===== src/rtl/flag_pkg.sv =====
package flag_pkg;
  parameter int unsigned DATA_W = 32;

  typedef enum logic [1:0] {
    OPC_ADD   = 2'b00,
    OPC_SUB   = 2'b01,
    OPC_SHIFT = 2'b10,
    OPC_OTHER = 2'b11
  } op_class_e;

  typedef struct packed {
    logic n;
    logic z;
    logic c;
    logic v;
  } flags_t;
endpackage


===== src/rtl/flag_nz_unit.sv =====
module flag_nz_unit #(
  parameter int unsigned WIDTH = flag_pkg::DATA_W
) (
  input  logic [WIDTH-1:0] result_i,
  output logic             neg_o,
  output logic             zero_o
);
  localparam int unsigned MSB = WIDTH - 1;

  assign neg_o  = result_i[MSB];
  assign zero_o = ~|result_i;
endmodule


===== src/rtl/flag_carry_sel.sv =====
module flag_carry_sel
  import flag_pkg::*;
(
  input  op_class_e op_i,
  input  logic      add_cout_i,
  input  logic      shift_cout_i,
  input  logic      cur_c_i,
  output logic      c_o
);
  always_comb begin
    unique case (op_i)
      OPC_ADD,
      OPC_SUB:   c_o = add_cout_i;   // sub: a + ~b + 1, carry is no-borrow
      OPC_SHIFT: c_o = shift_cout_i;
      default:   c_o = cur_c_i;
    endcase
  end
endmodule


===== src/rtl/flag_ovf_det.sv =====
module flag_ovf_det
  import flag_pkg::*;
(
  input  op_class_e op_i,
  input  logic      a_sign_i,
  input  logic      b_sign_i,
  input  logic      res_sign_i,
  input  logic      cur_v_i,
  output logic      v_o
);
  logic arith;
  logic b_eff;
  logic ovf;

  assign arith = (op_i == OPC_ADD) || (op_i == OPC_SUB);
  assign b_eff = (op_i == OPC_SUB) ? ~b_sign_i : b_sign_i;
  assign ovf   = (a_sign_i == b_eff) && (res_sign_i != a_sign_i);
  assign v_o   = arith ? ovf : cur_v_i;
endmodule


===== src/rtl/flag_gen.sv =====
module flag_gen
  import flag_pkg::*;
#(
  parameter int unsigned WIDTH = DATA_W
) (
  input  logic [WIDTH-1:0] result_i,
  input  logic             add_cout_i,
  input  logic             a_sign_i,
  input  logic             b_sign_i,
  input  logic             shift_cout_i,
  input  logic [1:0]       op_class_i,
  input  logic             upd_en_i,
  input  logic [3:0]       flags_i,
  output logic [3:0]       flags_o
);
  localparam int unsigned MSB = WIDTH - 1;

  op_class_e op;
  flags_t    cur;
  flags_t    nxt;
  flags_t    out;
  logic      neg, zero, c_new, v_new;

  assign op  = op_class_e'(op_class_i);
  assign cur = flags_t'(flags_i);

  flag_nz_unit #(.WIDTH(WIDTH)) u_nz (
    .result_i (result_i),
    .neg_o    (neg),
    .zero_o   (zero)
  );

  flag_carry_sel u_c (
    .op_i         (op),
    .add_cout_i   (add_cout_i),
    .shift_cout_i (shift_cout_i),
    .cur_c_i      (cur.c),
    .c_o          (c_new)
  );

  flag_ovf_det u_v (
    .op_i       (op),
    .a_sign_i   (a_sign_i),
    .b_sign_i   (b_sign_i),
    .res_sign_i (result_i[MSB]),
    .cur_v_i    (cur.v),
    .v_o        (v_new)
  );

  assign nxt     = '{n: neg, z: zero, c: c_new, v: v_new};
  assign out     = upd_en_i ? nxt : cur;
  assign flags_o = out;

  always_comb begin
    if (!upd_en_i) begin
      p_hold_all_r10: assert (flags_o == flags_i) else $error("R10 hold");
    end else begin
      p_neg_r1: assert (flags_o[3] == result_i[MSB]) else $error("R1 N");
      p_zero_r2: assert (flags_o[2] == (result_i == '0)) else $error("R2 Z");
      if (op_class_i == 2'b10) begin
        p_c_shift_r5: assert (flags_o[1] == shift_cout_i) else $error("R5 C");
      end
      if (op_class_i == 2'b11) begin
        p_c_keep_r6: assert (flags_o[1] == flags_i[1]) else $error("R6 C");
      end
      if (op_class_i[1]) begin
        p_v_keep_r9: assert (flags_o[0] == flags_i[0]) else $error("R9 V");
      end
      if (op_class_i == 2'b00 && flags_o[0]) begin
        p_add_ovf_r7: assert (a_sign_i == b_sign_i && result_i[MSB] != a_sign_i)
          else $error("R7 V");
      end
      if (op_class_i == 2'b01 && flags_o[0]) begin
        p_sub_ovf_r8: assert (a_sign_i != b_sign_i && result_i[MSB] != a_sign_i)
          else $error("R8 V");
      end
    end
  end
endmodule


===== config.mk =====
export PLATFORM = sky130hd
export DESIGN_NAME = flag_gen
export DESIGN_NICKNAME = d
export VERILOG_FILES = /design/src/rtl/flag_pkg.sv /design/src/rtl/flag_nz_unit.sv /design/src/rtl/flag_carry_sel.sv /design/src/rtl/flag_ovf_det.sv /design/src/rtl/flag_gen.sv
export SDC_FILE = /design/constraint.sdc
export NUM_CORES = 1
export LEC_CHECK = 0
export BUFFER_PORTS_ARGS = -buffer_cell sky130_fd_sc_hd__buf_2
export CAP_MARGIN = 20
export CELL_PAD_IN_SITES_DETAIL_PLACEMENT = 1
export CELL_PAD_IN_SITES_GLOBAL_PLACEMENT = 1
export CORE_MARGIN = 2
export CORE_UTILIZATION = 10
export DETAILED_ROUTE_END_ITERATION = 10
export MAX_ROUTING_LAYER = met4
export PLACE_DENSITY_LB_ADDON = 0.05
export SLEW_MARGIN = 20
export SYNTH_ARGS = -nofsm -noshare
export SYNTH_HDL_FRONTEND = slang
export SYNTH_SLANG_ARGS = --single-unit

===== constraint.sdc =====
create_clock -name vclk -period 1.6
set_input_delay 0.16 -clock vclk [all_inputs]
set_output_delay 0.16 -clock vclk [all_outputs]
set_load 0.01 [all_outputs]

==> results_dict.tcl, run 1 <==
set metrics [dict create \
    finalNonFillerCells 93 \
    multi_input_logic_area_um2 199 \
    grt-ovfl-total 0 \
    max_slew.worst_pin.slew_ns 0.244 \
    post-route-util 0.280 \
    largest_net_degree_at_the_start_of_global_routing 7 \
    critPathKind "primary input to output pin" \
    fmax_mhz 638 \
    power.ir.vdd_worst_uv 46.1 \
    syn2layout_area_growth_pct 166 \
    synthAdderAreaFrac 0 \
    comb_power_frac 1.000 \
    route.vias.total 413 \
    clockBufferCount 0 \
    total_switching_power_mw 0.0377 \
    sequential_cell_area_um2 0 \
    wire_length_of_the_first_global_routing_pass_um 1380 \
    clockPowerShare 0 \
    synth_seq_area_share 0 \
    relSlewSlack 0.835 \
    finalSetupViolCount 0 \
    post-synth-top-area-cell "sky130_fd_sc_hd__nor4_1" \
    ctsHoldBuffers 0 \
    post-dp-hpwl_um 814 \
    area_enclosed_by_the_die_boundary_um2 2130 \
    switching_share 0.384 \
    compound_gate_portion_of_the_synthesized_area 0.183 \
    drt.antenna.violating_nets 0 \
    std_cell_rows 15 \
    netlist_area_um2 178 \
    num-fill-cells 237 \
    wirelength_per_cell_um 9.43 \
    synthXorXnorAreaFrac 0.0493 \
    finalCriticalPeriod_ns 1.57 \
    main_combinational_cell_family_by_area_after_synthesis "simple AND/OR/NAND/NOR gates" \
    die-height_um 46.2 \
    finalHoldWorstSlack_ns 0.610 \
    ios 47 \
    n_antenna_cell 0 \
    finalPower_mw 0.0981 \
    setup_repair_after_global_routing_missed_its_margin "yes" \
    drtPass1Iterations 4 \
    post_cts.repair.setup_buffers 0 \
    hold_removal_path_class "primary input to output pin" \
    synth_area_per_cell_um2 6.35 \
    yosysUniqueCellTypes 17 \
    nFlopsAndLatches 0 \
    cp_data_required_time_ns 1.44 \
    detail_route.wirelength_um 877 \
    post_route_cells_drive_above_1_share 0.711 \
    synthesis.nets 71 \
    post-route-period-util 0.980 \
    fin_tns_setup_ns 0 \
    grt_pass1_vias 348 \
    power.leakage_nw 0.242 \
    place.detailed.instances 93 \
    status "finished, final reports clean" \
    route.detailed.vias_per_inst 4.44 \
    initial_utilization 0.105 \
    antenna_found_initial 0 \
    die_w_um 46.2 \
    drcViolationCount 0 \
    internal_power_mw 0.0605 \
    gpl.final_weighted_congestion 0.661 \
    power.share.sequential 0 \
    detailedRoute.firstIterationViolations 2 \
    maxSlewViolCount 0 \
    maxCapViolCount 0 \
    synth_simple_gate_area_share 0.627 \
    synth.area.mux_share 0.120 \
    capturing_element_type_of_the_critical_path "output pin" \
    core_box_area_um2 1690 \
    ys_top_cells_by_area "sky130_fd_sc_hd__nor4_1, sky130_fd_sc_hd__or4_1, sky130_fd_sc_hd__nand2b_1" \
    synthesis.instances 28 \
    track_usage 0.0849 \
    pwr_density_cell_nw_per_um2 207 \
    final_hold_viol_count 0 \
    number_of_nets_in_the_layout 121 \
    worstPathMaxFanout 1 \
    netlist.area_leader.share 0.176 \
    place.port_buffers 47 \
    data_arrival_time_of_the_critical_path_ns 1.41 \
    ys.warnings.count 0 \
    start_kind "primary input" \
]
-- worst max-delay path: stages --
cell and delay, ns:
sky130_fd_sc_hd__buf_6 0.09, sky130_fd_sc_hd__or4_1 0.50, sky130_fd_sc_hd__or4_1 0.42, sky130_fd_sc_hd__o22ai_2 0.09, sky130_fd_sc_hd__buf_2 0.15
-- kinds of logic after synthesis --
kind of cell,count (synthesis)
muxes,2
buffers and inverters,1
xor gates and xnor gates,1
and+or+nand+nor,19
AOI/OAI and AO/OA,5
-- Yosys cell counts --
master	number
sky130_fd_sc_hd__nor4_1	5
sky130_fd_sc_hd__nand3_1	1
sky130_fd_sc_hd__nor2b_1	2
sky130_fd_sc_hd__mux2i_1	1
sky130_fd_sc_hd__a21oi_1	2
sky130_fd_sc_hd__o21ai_0	2
sky130_fd_sc_hd__nand2_1	3
sky130_fd_sc_hd__nor2_1	1
sky130_fd_sc_hd__o22ai_2	1
sky130_fd_sc_hd__nor3_1	1
sky130_fd_sc_hd__nand2b_1	2
sky130_fd_sc_hd__or4_1	2
sky130_fd_sc_hd__nor4b_1	1
sky130_fd_sc_hd__inv_1	1
sky130_fd_sc_hd__mux2_2	1
sky130_fd_sc_hd__xnor2_1	1
sky130_fd_sc_hd__nand4_1	1
-- final timing paths --
check / from / end / slack [ns] / cells after the start
worst min-delay path: flags_i[0] / flags_o[0] / 0.61 / 4
worst max-delay path: result_i[12] / flags_o[2] / 0.03 / 5
-- metrics by stage --
step | setup WS (ns) | instance area, um2
final | 0.0318 | 473
after global routing | -0.00682 | 473
after CTS | 0.00393 | 442
after detailed placement | 0.00393 | 442
after global placement | -0.0237 | 442
after floorplan | 0.230 | 178
-- cell usage in the layout (no fill, tap or decap), types with 2 or more instances in the layout --
cell type and n:
sky130_fd_sc_hd__nor2b_1 2, sky130_fd_sc_hd__o21ai_0 2, sky130_fd_sc_hd__a21oi_1 2, sky130_fd_sc_hd__nor4_2 4, sky130_fd_sc_hd__nand2_1 3, sky130_fd_sc_hd__nand2b_1 2, sky130_fd_sc_hd__or4_1 2, sky130_fd_sc_hd__buf_2 46
-- power groups by stage --
stage	Combinational (mW)	Clock (mW)	Sequential, mW
after floorplan	0.0272	0	0
after global placement	0.0921	0	0
after detailed placement	0.0934	0	0
after CTS	0.0935	0	0
after global routing	0.111	0	0
final	0.0981	0	0
-- routing by layer --
layer | up-vias | track usage | part of all wire
met3 | 0 | 0 | 0.11
met1 | 181 | 0.110 | 0.37
met2 | 24 | 0.156 | 0.51
li1 | 208 | - | -
met5 | - | - | 0
met4 | 0 | 0 | 0
-- what timing repair did --
item                                    CTS  global route
gates resized for setup                   0             5
hold endpoints to repair                  0             0
endpoints found under the setup margin    0             1
-- area by class of cell --
type | count | area share
inverters | 1 | 0.00794
multi-input cells | 27 | 0.421
well taps | 17 | 0.0450
repair buffers | 48 | 0.526
Power figures use the tool's default switching activity.
==> run 2, diff against run 1 <==
CORE_UTILIZATION = 11   (was 10)
SYNTH_HIERARCHICAL = 1   (was default)
clock period = 1.53 ns   (was 1.6 ns; I/O delays follow)
==> results_dict.tcl, run 2 <==
set metrics [dict create \
    power.leakage_nw 0.226 \
    pwr_density_cell_nw_per_um2 229 \
    grt_pass1_vias 391 \
    gpl.final_weighted_congestion 0.616 \
    maxCapViolCount 0 \
    sequential_cell_area_um2 0 \
    drt.antenna.violating_nets 0 \
    die_w_um 45.0 \
    drtPass1Iterations 2 \
    route.vias.total 375 \
    worstPathMaxFanout 2 \
    place.detailed.instances 85 \
    area_enclosed_by_the_die_boundary_um2 2030 \
    final_hold_viol_count 0 \
    capturing_element_type_of_the_critical_path "output pin" \
    fmax_mhz 711 \
    synthesis.instances 23 \
    synth_area_per_cell_um2 8.05 \
    status "finished, final reports clean" \
    post-route-util 0.281 \
    critPathKind "primary input to output pin" \
    cts_resized 0 \
    max_slew.worst_pin.slew_ns 0.267 \
    synth_seq_area_share 0 \
    nFlopsAndLatches 0 \
    cp_data_required_time_ns 1.38 \
    hold_path_startpoint "flags_i[2]" \
    place.port_buffers 47 \
    start_kind "primary input" \
    netlist.area_leader.share 0.243 \
    post-route-period-util 0.919 \
    std_cell_rows 14 \
    wire_length_of_the_first_global_routing_pass_um 1440 \
    n_antenna_cell 0 \
    setup_repair_after_global_routing_missed_its_margin "no" \
    largest_net_degree_at_the_start_of_global_routing 6 \
    synth.top_cells.by_count "sky130_fd_sc_hd__nor4_1, sky130_fd_sc_hd__mux2_2, sky130_fd_sc_hd__nand4_1, sky130_fd_sc_hd__nor2_1" \
    die-height_um 45.0 \
    cp-startpoint "op_class_i[0]" \
    yosysUniqueCellTypes 12 \
    post_route_cells_drive_above_1_share 0.768 \
    finalCriticalPeriod_ns 1.41 \
    syn2layout_area_growth_pct 134 \
    netlist_area_um2 185 \
    clockBufferCount 0 \
    ios 47 \
    ys.warnings.count 6 \
    power.ir.vdd_worst_uv 63.4 \
    detailedRoute.firstIterationViolations 1 \
    route.detailed.vias_per_inst 4.41 \
    fin_tns_setup_ns 0 \
    ctsHoldBuffers 0 \
    synthesis.nets 66 \
    relSlewSlack 0.820 \
    number_of_nets_in_the_layout 114 \
    post-synth-top-count-cell "sky130_fd_sc_hd__nor4_1" \
    post-synth-top-area-cell "sky130_fd_sc_hd__mux2_2" \
    post_dp_cell_area_um2 433 \
    maxSlewViolCount 0 \
    data_arrival_time_of_the_critical_path_ns 1.25 \
    post_cts.repair.setup_buffers 0 \
    antenna_found_initial 0 \
    hold_removal_path_class "primary input to output pin" \
    fin_area_um2 433 \
    core_box_area_um2 1540 \
    drcViolationCount 0 \
    finalNonFillerCells 85 \
    track_usage 0.0928 \
    detail_route.wirelength_um 981 \
    grt-ovfl-total 0 \
    post-dp-hpwl_um 929 \
    finalSetupViolCount 0 \
    initial_utilization 0.120 \
    final_cell_mix "sky130_fd_sc_hd__buf_2, sky130_fd_sc_hd__nor4_1, sky130_fd_sc_hd__mux2_2" \
    wirelength_per_cell_um 11.5 \
    layout_commonest_cell "sky130_fd_sc_hd__buf_2" \
    ys_top_cells_by_area "sky130_fd_sc_hd__mux2_2, sky130_fd_sc_hd__nor4_1, sky130_fd_sc_hd__nor4b_2" \
]
run 2: cell types whose count changed in the layout (fill, tap and decap cells not counted), sizes merged, moves of 2 or more:
| cell | before | now |
|---|---|---|
| mux2 | 1 | 4 |
| nand2 | 3 | 0 |
| nand2b | 2 | 0 |
| nor2b | 2 | 0 |
| nor4 | 5 | 8 |
| o21ai | 2 | 0 |
| or4 | 2 | 0 |
run 2: power by group:
part / internal [mW] / switching (mW) / total, mW
combinational: 0.0619 / 0.0371 / 0.0990
clock: 0 / 0 / 0
sequential: 0 / 0 / 0
total: 0.0619 / 0.0371 / 0.0990
run 2: metrics by stage:
step | hold WS, ns | worst slack (ns) | power [mW]
4_1_cts | 0.627 | 0.125 | 0.101
3_3_place_gp | 0.622 | 0.146 | 0.0981
6_report | 0.619 | 0.124 | 0.0990
2_1_floorplan | 0.457 | 0.430 | 0.0318
5_1_grt | 0.640 | 0.0727 | 0.109
3_5_place_dp | 0.627 | 0.140 | 0.100
run 2: worst paths after layout:
check               endpoint  slack [ns]  depth (start not counted)
setup / recovery  flags_o[0]        0.12                          6
hold / removal    flags_o[2]        0.62                          3
run 2: layout make-up:
type	count	area [um2]
fill	212	1110
multi-input combinational	22	178
tap	16	20.0
timing repair buffer	47	235
run 2: layer usage:
layer | vias to the layer above | track usage | part of all wire
met3 | 0 | 0 | 0.14
met5 | - | - | 0
met1 | 159 | 0.0892 | 0.36
li1 | 192 | - | -
met4 | 0 | 0 | 0
met2 | 24 | 0.209 | 0.50
run 2: worst max-delay path, cell delays in order:
cell	delay (ns)
sky130_fd_sc_hd__buf_2	0.11
sky130_fd_sc_hd__xnor2_1	0.25
sky130_fd_sc_hd__nor4b_2	0.08
sky130_fd_sc_hd__a221o_1	0.27
sky130_fd_sc_hd__mux2_2	0.26
sky130_fd_sc_hd__buf_2	0.14
run 2: kinds of logic (layout without fill, tap and decap cells):
logic type	Yosys count	in the layout	synth area share
muxes	5	5	0.297
and+or+nand+nor	14	14	0.534
AOI/OAI and AO/OA	2	2	0.0811
xor gates and xnor gates	1	1	0.0473
buffers and inverters	1	47	0.0406
